$ cat src/rtl/dl_slot_mux.sv
module dl_slot_mux #(
  parameter int OFF_W         = 8,
  parameter int MAX_OFFSET    = 149,
  parameter int BITS_PER_UNIT = 4
) (
  input  logic             clk,
  input  logic             rst_n,
  input  logic             bit_en,
  input  logic             start,
  input  logic [OFF_W-1:0] offset,
  output logic             data_req,
  input  logic             data_bit,
  output logic             frame_sync,
  output logic             tx_valid,
  output logic             tx_bit,
  output logic             slot_strobe,
  output logic             frame_strobe
);
  localparam int D1_N    = 6;
  localparam int TPC_N   = 2;
  localparam int TFCI_N  = 0;
  localparam int D2_N    = 24;
  localparam int PIL_N   = 8;
  localparam int SLOT_N  = D1_N + TPC_N + TFCI_N + D2_N + PIL_N;
  localparam int SLOTS   = 15;
  localparam int POS_W   = $clog2(SLOT_N);
  localparam int SLOT_W  = $clog2(SLOTS);
  localparam int WAIT_W  = $clog2(MAX_OFFSET * BITS_PER_UNIT + 1);

  localparam logic [POS_W-1:0]  TPC_LO    = POS_W'(D1_N);
  localparam logic [POS_W-1:0]  TFCI_LO   = POS_W'(D1_N + TPC_N);
  localparam logic [POS_W-1:0]  D2_LO     = TFCI_LO + POS_W'(TFCI_N);
  localparam logic [POS_W-1:0]  PIL_LO    = D2_LO + POS_W'(D2_N);
  localparam logic [POS_W-1:0]  LAST_POS  = POS_W'(SLOT_N - 1);
  localparam logic [SLOT_W-1:0] LAST_SLOT = SLOT_W'(SLOTS - 1);
  localparam logic [OFF_W-1:0]  OFF_MAX   = OFF_W'(MAX_OFFSET);

  // per-slot pilot pairs, slot 0 in the low two bits, first-sent bit is the upper one
  localparam logic [29:0] PIL_SYM1 = 30'b00_00_10_10_01_11_01_10_11_11_10_00_01_00_11;
  localparam logic [29:0] PIL_SYM3 = 30'b11_11_00_11_01_11_10_00_00_10_01_00_01_10_10;

  typedef enum logic [1:0] {IDLE, DELAY, RUN} state_t;

  state_t            st;
  logic [WAIT_W-1:0] wait_cnt;
  logic [POS_W-1:0]  pos;
  logic [SLOT_W-1:0] slot;
  logic              next_bit;
  logic              pilot_bit;

  wire [OFF_W-1:0]  off_eff   = (offset > OFF_MAX) ? OFF_MAX : offset;
  wire [WAIT_W-1:0] wait_load = WAIT_W'(off_eff) * WAIT_W'(BITS_PER_UNIT);

  wire active   = (st == RUN) || (st == DELAY && wait_cnt == '0);
  wire step     = bit_en && active;
  wire in_tpc   = (pos >= TPC_LO) && (pos < TFCI_LO);
  wire in_pilot = (pos >= PIL_LO);
  wire in_data  = (pos < TPC_LO) || ((pos >= D2_LO) && (pos < PIL_LO));
  wire [2:0] pidx = 3'(pos - PIL_LO);
  wire [1:0] pair1 = PIL_SYM1[{slot, 1'b0} +: 2];
  wire [1:0] pair3 = PIL_SYM3[{slot, 1'b0} +: 2];
  wire frame_first = (pos == '0) && (slot == '0);

  assign data_req   = step && in_data;
  assign frame_sync = step && frame_first;

  always_comb begin
    case (pidx[2:1])
      2'd1:    pilot_bit = pidx[0] ? pair1[0] : pair1[1];
      2'd3:    pilot_bit = pidx[0] ? pair3[0] : pair3[1];
      default: pilot_bit = 1'b1;
    endcase
    if (in_data)       next_bit = data_bit;
    else if (in_tpc)   next_bit = slot[0];
    else if (in_pilot) next_bit = pilot_bit;
    else               next_bit = 1'b1;
  end

  always_ff @(posedge clk or negedge rst_n) begin
    if (!rst_n) begin
      st           <= IDLE;
      wait_cnt     <= '0;
      pos          <= '0;
      slot         <= '0;
      tx_valid     <= 1'b0;
      tx_bit       <= 1'b0;
      slot_strobe  <= 1'b0;
      frame_strobe <= 1'b0;
    end else begin
      tx_valid     <= step;
      slot_strobe  <= step && (pos == '0);
      frame_strobe <= step && frame_first;
      if (step) tx_bit <= next_bit;

      case (st)
        IDLE: if (start) begin
          st       <= DELAY;
          wait_cnt <= wait_load;
        end
        DELAY: if (bit_en) begin
          if (wait_cnt == '0) st <= RUN;
          else                wait_cnt <= wait_cnt - 1'b1;
        end
        default: ;
      endcase

      if (step) begin
        if (pos == LAST_POS) begin
          pos  <= '0;
          slot <= (slot == LAST_SLOT) ? '0 : slot + 1'b1;
        end else begin
          pos <= pos + 1'b1;
        end
      end
    end
  end
endmodule

$ cat config.mk
export PLATFORM = sky130hd
export DESIGN_NAME = dl_slot_mux
export DESIGN_NICKNAME = d
export VERILOG_FILES = /design/src/rtl/dl_slot_mux.sv
export SDC_FILE = /design/constraint.sdc
export NUM_CORES = 1
export LEC_CHECK = 0
export CORE_MARGIN = 4
export CORE_UTILIZATION = 56
export CTS_CLUSTER_DIAMETER = 60
export CTS_CLUSTER_SIZE = 12
export DETAILED_ROUTE_END_ITERATION = 8
export HOLD_SLACK_MARGIN = 0.02
export PLACE_DENSITY = 0.76
export SETUP_SLACK_MARGIN = 0.2
export SLEW_MARGIN = 20
export SYNTH_ARGS = -nofsm -noshare
export SYNTH_HDL_FRONTEND = slang
export SYNTH_SLANG_ARGS = --single-unit
$ cat constraint.sdc
create_clock -name clk -period 3.4 [get_ports clk]
set_clock_uncertainty 0.1 [all_clocks]
set_input_delay 0.85 -clock clk [delete_from_list [all_inputs] [get_ports clk]]
set_output_delay 0.85 -clock clk [all_outputs]
set_load 0.01 [all_outputs]
==> flow_metrics.tcl <==
set metrics [dict create \
    clkSlewWorstSetupHoldPaths_ps 150 \
    core_mm2 0.00283 \
    rsz0062_at_grt "yes" \
    cts-buffers-inserted 3 \
    fin_cells 249 \
    clk-insertion-delay-late_ps 340 \
    worst_ir_drop_vdd_mv 0.464 \
    ys.warnings.count 0 \
    power.density_cell_area_mw_per_mm2 531 \
    worst_ep_required_time_ps 2450 \
    achievable-frequency_mhz 308 \
    syn_nets 207 \
    n_fill_cell 210 \
    synth_edf_count 0 \
    initial_core_util_pct 59.9 \
    worst_hold_slack_ps 434 \
    proportion_of_synthesized_chip_area_in_sequential_cells_pct 38.4 \
    cap_viol_max_count 0 \
    worst-setup-path-type "reg -> out" \
    finalSetupViolations 0 \
    via_count_of_the_first_global_routing_pass 1421 \
    grt_start_max_net_pins 27 \
    die_x_extent_um 63 \
    nets 243 \
    avgSynthCellArea_um2 9.26 \
    synth_cell_type_count 50 \
    die_area_mm2 0.00397 \
    globalRoute.totalOverflow 0 \
    route.antenna.remaining_nets 0 \
    status "complete, no violations" \
    worstHoldPathType "reg -> reg" \
    endpoint_kind "output port" \
    detail_route.first_pass.iterations 4 \
    tightest_slew_ps 792 \
    multiInputGateArea_um2 988 \
    area_overhead_of_the_layout_relative_to_synthesis_pct 23.0 \
    antenna_diode_count 0 \
    syn-instance-count 183 \
    io_pins 19 \
    synth.most_common_cell "sky130_fd_sc_hd__dfrtp_1" \
    cts_tree "yes" \
    seq_area_um2 651 \
    antenna_found_initial 0 \
    synth.ff_latch_count 26 \
    maximum_count_of_clock_buffers_along_a_single_path 2 \
    yosys-top-cells-count "sky130_fd_sc_hd__dfrtp_1 (26), sky130_fd_sc_hd__nand2_1 (15), sky130_fd_sc_hd__o21ai_0 (15)" \
    number_of_drc_violations_after_detailed_routing 0 \
    synth_area_leaders "sky130_fd_sc_hd__dfrtp_1 (38%), sky130_fd_sc_hd__ha_1 (8.1%), sky130_fd_sc_hd__o21ai_0 (4.4%), sky130_fd_sc_hd__nand2_1 (3.3%), sky130_fd_sc_hd__a21oi_1 (3.2%)" \
    clock_tree.htree_level_count 1 \
    place_hpwl_mm 2.83 \
    ys_async_sr_fraction_pct 100 \
    start_kind "register" \
    post-route-min-period_ps 3250 \
    wire_length_of_the_first_global_routing_pass_mm 6.69 \
    totalWireLength_mm 3.82 \
    fin_crit_sh_pct 95.5 \
    clock_root_buffer "sky130_fd_sc_hd__clkbuf_4" \
    setup_total_negative_slack_ps 0 \
    synth_top_cell_area_share_pct 38.4 \
    clock-sinks 26 \
    route.vias.total 1468 \
    synth.cell_area_mm2 0.00169 \
    hold_violations 0 \
    leading_area_contributor_after_synthesis "sky130_fd_sc_hd__dfrtp_1" \
    floorplan.rows 19 \
    slew_viols_final 0 \
    drtIter0Drc 158 \
    place.gp.congestion 0.869 \
    placed_cells_incl_taps 240 \
    p_leak_nw 0.933 \
    place.port_buffers 18 \
    timing.critical_path.arrival_ps 2300 \
    globalRouteTotalUtil_pct 20.7 \
    drive_gt1_share_pct 22.5 \
    path_max_fanout 2 \
    ys.flop_type "sky130_fd_sc_hd__dfrtp_1" \
    chipHeight_um 63 \
    maxSlewHeadroom_pct 46.4 \
    drt_via_density 5.90 \
    wl_per_cell_um 15.4 \
]
-- final timing paths --
check,start,to,slack [ps],cells after the start
worst max register to register,wait_cnt[0],pos[3],820,10
max in group asynchronous,rst_n,st[1],2180,2
worst min-delay path,tx_bit,tx_bit,430,1
min in group asynchronous,rst_n,wait_cnt[5],760,2
worst min register to register,tx_bit,tx_bit,430,1
worst max-delay path,wait_cnt[0],frame_sync,150,8
-- cell families (layout without fill, tap and decap cells) --
group | after synthesis | in the layout | share of synthesized area [%]
xor+xnor | 4 | 4 | 2.07
mux | 4 | 4 | 3.25
buf+inv | 19 | 54 | 4.95
compound gates | 53 | 53 | 20.8
simple gates | 66 | 66 | 22.4
fa+ha+maj | 11 | 11 | 8.12
flops | 26 | 26 | 38.4
-- repair_timing --
item,in CTS,in global routing
pin swaps,4,0
buffers inserted,1,4
endpoints found under the setup margin,2,2
hold endpoints to repair,0,0
gates cloned,0,0
hold buffers,0,0
resized for setup,12,4
-- routing by layer --
metal	vias up	track usage, %	share of wire, %
li1	730	-	-
met2	23	32.7	48
met1	711	29.6	49
met3	4	2.52	2.4
met5	-	0	0
met4	0	5.79	1.0
-- placed cells by master (no fill, tap or decap), types with 3 or more instances in the layout --
| master | count |
|---|---|
| sky130_fd_sc_hd__a21oi_1 | 11 |
| sky130_fd_sc_hd__a22o_1 | 4 |
| sky130_fd_sc_hd__and2_1 | 3 |
| sky130_fd_sc_hd__buf_4 | 19 |
| sky130_fd_sc_hd__clkbuf_4 | 3 |
| sky130_fd_sc_hd__clkdlybuf4s50_1 | 16 |
| sky130_fd_sc_hd__dfrtp_1 | 26 |
| sky130_fd_sc_hd__ha_1 | 10 |
| sky130_fd_sc_hd__inv_1 | 10 |
| sky130_fd_sc_hd__nand2_1 | 15 |
| sky130_fd_sc_hd__nand3_1 | 7 |
| sky130_fd_sc_hd__nor2_1 | 8 |
| sky130_fd_sc_hd__nor2b_1 | 4 |
| sky130_fd_sc_hd__nor3_1 | 8 |
| sky130_fd_sc_hd__o211ai_1 | 3 |
| sky130_fd_sc_hd__o21ai_0 | 15 |
| sky130_fd_sc_hd__o22ai_1 | 3 |
| sky130_fd_sc_hd__or2_2 | 3 |
| sky130_fd_sc_hd__or3_2 | 3 |
| sky130_fd_sc_hd__xor2_1 | 3 |
-- stage by stage --
stage	util (%)	area [um^2]	total power, mW	setup slack (ps)
floorplan	-	1690	0.737	456
global placement	70.2	1990	0.885	21.5
detailed placement	70.2	1990	0.908	-13.0
CTS	71.9	2030	1.09	175
global route	73.6	2080	1.18	37.7
finish	73.6	2080	1.11	154
-- critical path, cell delays in order (launching register included) --
cell                      delay [ps]
sky130_fd_sc_hd__dfrtp_1         420
sky130_fd_sc_hd__inv_2            90
sky130_fd_sc_hd__ha_4            120
sky130_fd_sc_hd__or4b_4          460
sky130_fd_sc_hd__nor4_4          300
sky130_fd_sc_hd__o21ai_4          90
sky130_fd_sc_hd__nor3_2          140
sky130_fd_sc_hd__and3_1          200
sky130_fd_sc_hd__buf_2           130
-- power breakdown --
part	switching [mW]	leakage (nW)	total [mW]	internal [mW]
logic	0.249	0.582	0.499	0.250
registers	0.0591	0.330	0.441	0.381
clock network	0.100	0.0210	0.166	0.0657
total	0.408	0.933	1.11	0.697
-- registers in the layout (all words and copies together) (netlist names) --
register and cells:
slot_strobe 1, tx_valid 1, frame_strobe 1, pos 6
tx_bit 1, slot 4, st 2, wait_cnt 10
-- area by class of cell --
cell class,instances,area share [%]
Clock buffer,4,1.74
Inverter,12,2.16
Multi-Input combinational cell,138,47.4
Sequential cell,26,31.2
Tap cell,31,1.86
Timing Repair Buffer,38,15.6
Note: power is estimated with default switching activity, not from simulation.
